File: config.mk
export PLATFORM = sky130hd
export DESIGN_NAME = uop_dispatch_arb
export DESIGN_NICKNAME = d
export VERILOG_FILES = /design/src/rtl/uop_dispatch_pkg.sv /design/src/rtl/uop_class_route.sv /design/src/rtl/uop_port_alloc.sv /design/src/rtl/uop_dispatch_arb.sv
export SDC_FILE = /design/constraint.sdc
export NUM_CORES = 1
export LEC_CHECK = 0
export BUFFER_PORTS_ARGS = -buffer_cell sky130_fd_sc_hd__buf_4
export CAP_MARGIN = 10
export CORE_MARGIN = 2
export CORE_UTILIZATION = 28
export CTS_CLUSTER_DIAMETER = 100
export CTS_CLUSTER_SIZE = 12
export DETAILED_ROUTE_END_ITERATION = 12
export PLACE_DENSITY = 0.56
export SLEW_MARGIN = 40
export SYNTH_ARGS = -nofsm -noshare
export SYNTH_HDL_FRONTEND = slang
export SYNTH_SLANG_ARGS = --single-unit
File: constraint.sdc
create_clock -name clk -period 2.6 [get_ports clk]
set_input_delay 0.52 -clock clk [delete_from_list [all_inputs] [get_ports clk]]
set_output_delay 0.52 -clock clk [all_outputs]
set_load 0.005 [all_outputs]
File: src/rtl/uop_dispatch_pkg.sv
package uop_dispatch_pkg;

    localparam int CLS_W      = 3;
    localparam int PORT_COUNT = 5;

    typedef enum logic [CLS_W-1:0] {
        UC_ALU     = 3'd0,
        UC_COMPLEX = 3'd1,
        UC_BRANCH  = 3'd2,
        UC_LOAD    = 3'd3,
        UC_STADDR  = 3'd4,
        UC_STDATA  = 3'd5
    } uop_cls_e;

    localparam int PORT_INT0   = 0;
    localparam int PORT_INT1   = 1;
    localparam int PORT_LOAD   = 2;
    localparam int PORT_STADDR = 3;
    localparam int PORT_STDATA = 4;

endpackage

File: src/rtl/uop_class_route.sv
// Turns each slot's class into the set of ports it may legally use.
module uop_class_route
    import uop_dispatch_pkg::*;
#(
    parameter int NUM_SLOTS = 3
) (
    input  logic [NUM_SLOTS*CLS_W-1:0]      cls_i,
    output logic [NUM_SLOTS*PORT_COUNT-1:0] mask_o
);

    for (genvar s = 0; s < NUM_SLOTS; s++) begin : g_slot
        always_comb begin
            mask_o[s*PORT_COUNT +: PORT_COUNT] = '0;
            unique case (cls_i[s*CLS_W +: CLS_W])
                UC_ALU: begin
                    mask_o[s*PORT_COUNT + PORT_INT0] = 1'b1;
                    mask_o[s*PORT_COUNT + PORT_INT1] = 1'b1;
                end
                UC_COMPLEX: mask_o[s*PORT_COUNT + PORT_INT0]   = 1'b1;
                UC_BRANCH:  mask_o[s*PORT_COUNT + PORT_INT1]   = 1'b1;
                UC_LOAD:    mask_o[s*PORT_COUNT + PORT_LOAD]   = 1'b1;
                UC_STADDR:  mask_o[s*PORT_COUNT + PORT_STADDR] = 1'b1;
                UC_STDATA:  mask_o[s*PORT_COUNT + PORT_STDATA] = 1'b1;
                default:    mask_o[s*PORT_COUNT +: PORT_COUNT] = '0;
            endcase
        end
    end

endmodule

File: src/rtl/uop_port_alloc.sv
// Walks the slots oldest first. Each slot claims the highest-numbered port
// that is eligible, not busy and not yet claimed. The ALU mask {0,1} therefore
// prefers port 1.
module uop_port_alloc
    import uop_dispatch_pkg::*;
#(
    parameter int NUM_SLOTS = 3,
    localparam int PW       = $clog2(PORT_COUNT)
) (
    input  logic                            clk,
    input  logic                            rst_n,
    input  logic [NUM_SLOTS-1:0]            valid_i,
    input  logic [NUM_SLOTS*PORT_COUNT-1:0] mask_i,
    input  logic [PORT_COUNT-1:0]           busy_i,
    output logic [NUM_SLOTS-1:0]            grant_o,
    output logic [NUM_SLOTS*PW-1:0]         sel_o
);

    logic [PORT_COUNT-1:0] taken;

    always_comb begin
        taken   = '0;
        grant_o = '0;
        sel_o   = '0;
        for (int s = 0; s < NUM_SLOTS; s++) begin
            for (int p = 0; p < PORT_COUNT; p++) begin
                if (valid_i[s] && mask_i[s*PORT_COUNT+p] && !busy_i[p] && !taken[p]) begin
                    grant_o[s]          = 1'b1;
                    sel_o[s*PW +: PW]   = PW'(p);
                end
            end
            if (grant_o[s]) taken[sel_o[s*PW +: PW]] = 1'b1;
        end
    end

    // The oldest slot is never refused while one of its ports is free.
    assert_oldest_wins_R3: assert property (@(posedge clk) disable iff (!rst_n)
        (valid_i[0] && ((mask_i[PORT_COUNT-1:0] & ~busy_i) != '0)) |-> grant_o[0]);

    // An ALU op in the oldest slot with port 1 free lands on port 1.
    assert_alu_prefers_int1_R2: assert property (@(posedge clk) disable iff (!rst_n)
        (valid_i[0] && mask_i[PORT_INT0] && mask_i[PORT_INT1] && !busy_i[PORT_INT1])
        |-> (grant_o[0] && sel_o[PW-1:0] == PW'(PORT_INT1)));

    assert_no_phantom_grant_R8: assert property (@(posedge clk) disable iff (!rst_n)
        (grant_o & ~valid_i) == '0);

endmodule

File: src/rtl/uop_dispatch_arb.sv
module uop_dispatch_arb
    import uop_dispatch_pkg::*;
#(
    parameter int NUM_SLOTS = 3,
    localparam int SW       = $clog2(NUM_SLOTS),
    localparam int PW       = $clog2(PORT_COUNT)
) (
    input  logic                            clk,
    input  logic                            rst_n,
    input  logic [NUM_SLOTS-1:0]            uop_valid_i,
    input  logic [NUM_SLOTS*CLS_W-1:0]      uop_cls_i,
    input  logic [PORT_COUNT-1:0]           port_busy_i,
    output logic [NUM_SLOTS-1:0]            grant_o,
    output logic [NUM_SLOTS-1:0]            stall_o,
    output logic [PORT_COUNT-1:0]           port_go_o,
    output logic [PORT_COUNT*SW-1:0]        port_slot_o,
    output logic [PORT_COUNT*CLS_W-1:0]     port_cls_o
);

    typedef struct packed {
        logic [PORT_COUNT-1:0]       go;
        logic [PORT_COUNT*SW-1:0]    slot;
        logic [PORT_COUNT*CLS_W-1:0] cls;
    } issue_t;

    logic [NUM_SLOTS*PORT_COUNT-1:0] elig_mask;
    logic [NUM_SLOTS*PW-1:0]         slot_sel;
    issue_t                          iss_d, iss_q;

    uop_class_route #(.NUM_SLOTS(NUM_SLOTS)) u_route (
        .cls_i  (uop_cls_i),
        .mask_o (elig_mask)
    );

    uop_port_alloc #(.NUM_SLOTS(NUM_SLOTS)) u_alloc (
        .clk     (clk),
        .rst_n   (rst_n),
        .valid_i (uop_valid_i),
        .mask_i  (elig_mask),
        .busy_i  (port_busy_i),
        .grant_o (grant_o),
        .sel_o   (slot_sel)
    );

    assign stall_o = uop_valid_i & ~grant_o;

    always_comb begin
        iss_d = '0;
        for (int s = 0; s < NUM_SLOTS; s++) begin
            for (int p = 0; p < PORT_COUNT; p++) begin
                if (grant_o[s] && slot_sel[s*PW +: PW] == PW'(p)) begin
                    iss_d.go[p]               = 1'b1;
                    iss_d.slot[p*SW +: SW]    = SW'(s);
                    iss_d.cls[p*CLS_W +: CLS_W] = uop_cls_i[s*CLS_W +: CLS_W];
                end
            end
        end
    end

    always_ff @(posedge clk or negedge rst_n) begin
        if (!rst_n) iss_q <= '0;
        else        iss_q <= iss_d;
    end

    assign port_go_o   = iss_q.go;
    assign port_slot_o = iss_q.slot;
    assign port_cls_o  = iss_q.cls;

    for (genvar p = 0; p < PORT_COUNT; p++) begin : g_port_chk
        assert_busy_blocks_R4: assert property (@(posedge clk) disable iff (!rst_n)
            port_busy_i[p] |=> !port_go_o[p]);
    end

    assert_issue_count_R6: assert property (@(posedge clk) disable iff (!rst_n)
        1'b1 |=> ($countones(port_go_o) == $past($countones(grant_o))));

    assert_load_port_R1: assert property (@(posedge clk) disable iff (!rst_n)
        port_go_o[PORT_LOAD] |-> port_cls_o[PORT_LOAD*CLS_W +: CLS_W] == UC_LOAD);

    assert_staddr_port_R1: assert property (@(posedge clk) disable iff (!rst_n)
        port_go_o[PORT_STADDR] |-> port_cls_o[PORT_STADDR*CLS_W +: CLS_W] == UC_STADDR);

    assert_stdata_port_R1: assert property (@(posedge clk) disable iff (!rst_n)
        port_go_o[PORT_STDATA] |-> port_cls_o[PORT_STDATA*CLS_W +: CLS_W] == UC_STDATA);

    assert_branch_on_int1_R1: assert property (@(posedge clk) disable iff (!rst_n)
        port_go_o[PORT_INT0] |-> port_cls_o[PORT_INT0*CLS_W +: CLS_W] != UC_BRANCH);

    assert_complex_on_int0_R1: assert property (@(posedge clk) disable iff (!rst_n)
        port_go_o[PORT_INT1] |-> port_cls_o[PORT_INT1*CLS_W +: CLS_W] != UC_COMPLEX);

endmodule

==> tab_implementation.tex <==
\begin{tabular}{lr}
\hline
Metric & Value \\
\hline
\multicolumn{2}{l}{\textbf{Final layout}} \\
Filler-free cell count of the finished design & between 200 and 250 \\
Final layout net count & between 200 and 250 \\
Area overhead of the layout relative to synthesis & 48.60\% \\
Proportion of layout cells with a drive suffix above 1 & 0.4171 \\
Antenna fix cells & 0 \\
\multicolumn{2}{l}{\textbf{Floorplan}} \\
Cell Rows & 24 \\
Ports placed on the boundary & 55 \\
Chip width & roughly 70 um \\
Chip Height & just over 70 um \\
Total Die Area & $\sim$5200 um2 \\
Core Footprint & about 4400 um2 \\
Starting utilization of the core area & 0.2945 \\
\multicolumn{2}{l}{\textbf{Critical path}} \\
Top cell by count, worst path & buf\_4 \\
Arrival time at the worst endpoint & roughly 2 ns \\
Required time at the endpoint of the critical path & approximately 2.1 ns \\
Critical Path Slowest Stage Cell & or3b\_1 \\
Class of the most critical setup path & in2out \\
CP endpoint kind & primary output \\
Launching element type of the critical path & primary input \\
Delay of the slowest critical-path stage & around 0.38 ns \\
Crit-path cells & buf\_4 > nor4b\_4 > buf\_4 > nor3\_2 > a211oi\_2 > or3b\_1 > buf\_4 \\
Crit-path max FO & 6 \\
\multicolumn{2}{l}{\textbf{GRT}} \\
Overall fraction of global-route tracks in use & 0.1379 \\
Congestion Overflow GR & 0 \\
Number of antenna violations at the first check in global routing & 0 \\
Vias in the first global route & $\sim$1100 \\
Global-route wire length before repair & about 5400 um \\
Maximum number of pins on one net before global-route repair & 31 \\
\multicolumn{2}{l}{\textbf{Placed design}} \\
Placer Congestion & 0.8866 \\
Number of instances in the placed design & $\sim$230 \\
Post-Place Setup Slack & approximately 0.08 ns \\
Port Buf Inserts & between 50 and 60 \\
Detailed placer's ending HPWL & 2638 um \\
\multicolumn{2}{l}{\textbf{Pwr}} \\
Sequential power share & 0.483 \\
Fraction of power consumed by combinational cells & 0.144 \\
Clock network fraction of design power & 0.373 \\
IR Drop Worst-Case VDD & around 160 uV \\
Reported leakage power & 1.013 nW \\
Net switching fraction of the power & 0.2382 \\
Internal & about 0.77 mW \\
Net load switching power & 0.2414 mW \\
Total power divided by cell area & roughly 520 nW/um2 \\
\multicolumn{2}{l}{\textbf{Route}} \\
Average detailed-routed wire length per instance & $\sim$14 um \\
Detailed-route wire length & approximately 3300 um \\
DR pass1 iterations & 4 \\
Via Count & $\sim$1100 \\
DRC viols & 0 \\
Number of DRC markers after the initial detailed-route iteration & 25 \\
Post-detailed-route via-to-cell ratio & between 4 and 5 \\
Number of nets with antenna violations after detailed routing & 0 \\
\multicolumn{2}{l}{\textbf{Synth}} \\
Most common flop cell mapped by yosys & dfrtp\_1 \\
Count of unique library cells instantiated by Yosys & 36 \\
Count of flip-flops with a built-in enable after synthesis & 0 \\
Yosys top cell area share & 0.5775 \\
Number of warnings printed during yosys synthesis & 0 \\
Seq/Total Area, Yosys & 0.5775 \\
Yosys top cell by area & dfrtp\_1 \\
Count of mapped cells out of synthesis & 113 \\
Netlist area before placement & between 1000 and 1500 um2 \\
Top cells by area in the synthesized netlist & dfrtp\_1 58\%, nand2\_1 3.8\%, nor2\_1 2.6\% \\
Avg Cell Area, Syn & 11.50 um2 \\
Synth async-reset ratio & 1.000 \\
Register bit total from synthesis & 30 \\
\multicolumn{2}{l}{\textbf{STA}} \\
Setup total negative slack & 0 ns \\
Worst hold slack & $\sim$0.15 ns \\
Setup WS post-layout & $\sim$0.10 ns \\
Number of endpoints with negative hold slack in the final report & 0 \\
Unrepaired setup endpoints after global routing & no \\
Max Clk Rate & around 0.4 GHz \\
Final slew viol count & 0 \\
Setup-failing EPs final & 0 \\
Post-route minimum period & 2.496 ns \\
Share of the clock period used by the worst path & 0.9601 \\
\multicolumn{2}{l}{\textbf{CTS}} \\
Clock transition at the registers of the reported paths & roughly 0.060 ns \\
Clock tree from TritonCTS & built \\
Maximum level of the CTS H-tree & 2 \\
Number of buffers created by CTS & 5 \\
Clock root buffer & clkbuf\_8 \\
Clock Sinks & 30 \\
Maximum buffer depth of the clock tree & 2 \\
\multicolumn{2}{l}{\textbf{Min path}} \\
Classification of the worst-slack hold path & in2async \\
\multicolumn{2}{l}{\textbf{Job}} \\
Number of max-cap violations & 0 \\
\multicolumn{2}{l}{\textbf{Run status}} \\
Status & finished, final reports clean \\
\hline
\end{tabular}
==> path summary, 6_finish.rpt <==
kind                                start             end  slack, ns  depth (start not counted)
max in group asynchronous           rst_n   port_cls_o[6]       2.18                          1
min in group clk           port_busy_i[3]    port_go_o[3]       0.40                          2
max                        port_busy_i[1]      grant_o[2]       0.10                          7
min                                 rst_n  port_slot_o[0]       0.15                          1
==> Yosys cell counts (2+ instances only) <==
cell type / instances
dfrtp_1: 30
nand2_1: 13
nor2_1: 9
inv_1: 7
nor3_1: 6
o21ai_0: 4
nand2b_1: 3
nor4bb_1: 3
or3_1: 3
a21oi_1: 2
a31oi_1: 2
and4bb_2: 2
nand3_1: 2
nor3_2: 2
nor3b_1: 2
nor4b_1: 2
or4b_1: 2
==> cells by family (layout without fill, tap and decap cells) <==
logic type,Yosys count,count (layout),synth area share
other,1,8,0.002885
buffers and inverters,8,75,0.02888
AO/OA/AOI/OAI,18,18,0.09722
flip-flops,30,30,0.5775
AND/OR/NAND/NOR,56,56,0.2936
==> registers in the layout (all words and copies together) (netlist names) <==
register     cells
port_slot_o     10
port_go_o        5
port_cls_o      15
==> metal layers <==
layer	track usage	wire, um	vias to the layer above
met5	0	0	-
met4	0.05660	70	0
met3	0.05000	310	7
met2	0.2090	1524	53
met1	0.1787	1378	525
li1	-	-	550
==> power groups by stage <==
stage / clock, mW / sequential (mW) / combinational (mW)
2_1_floorplan: 0 / 0.501 / 0.0459
3_3_place_gp: 0 / 0.498 / 0.144
3_5_place_dp: 0 / 0.499 / 0.145
4_1_cts: 0.391 / 0.490 / 0.145
5_1_grt: 0.412 / 0.492 / 0.161
6_report: 0.378 / 0.490 / 0.145
==> layout make-up <==
type                    count  area (um2)
clock buffers               6       82.58
clock inverters             2       12.51
fillers                   421        2482
inverters                   7       26.28
multi-input cells          82       544.3
flip-flops and latches     30       750.7
well taps                  52       65.06
repair buffers             60       450.4
==> repair_timing <==
action                     in CTS  in global routing
gates resized for setup         0                  1
setup endpoints to repair       0                  2
buffers inserted                0                  2
hold buffers                    0                  0
==> critical path, delay by kind of cell <==
kind                   cells  cell delay, ns
and+or+nand+nor            3            0.72
AOI/OAI and AO/OA          1            0.27
buffers and inverters      3            0.45
==> cells in the final DEF, fill, tap and decap left out, types with 2 or more instances in the layout <==
| cell | n |
|---|---|
| dfrtp_1 | 30 |
| o21ai_0 | 4 |
| a21oi_1 | 2 |
| conb_1 | 8 |
| nand2_1 | 13 |
| nand3_1 | 2 |
| nor2_1 | 9 |
| clkbuf_8 | 6 |
| nor4b_1 | 2 |
| or4b_1 | 2 |
| inv_1 | 7 |
| nor3b_1 | 2 |
| nand2b_1 | 3 |
| a31oi_1 | 2 |
| and4bb_2 | 2 |
| nor3_2 | 2 |
| or3_1 | 3 |
| nor3_1 | 6 |
| buf_4 | 60 |
| nor4bb_1 | 2 |
==> stage by stage <==
| step | total power, mW | area [um2] | utilization |
|---|---|---|---|
| detailed placement | 0.6438 | 1815 | 0.4113 |
| floorplan | 0.5472 | 1326 | - |
| finish | 1.013 | 1932 | 0.4376 |
| global placement | 0.6419 | 1815 | 0.4113 |
| CTS | 1.026 | 1911 | 0.4328 |
| global route | 1.065 | 1932 | 0.4376 |
Note: power is estimated with default switching activity, not from simulation.
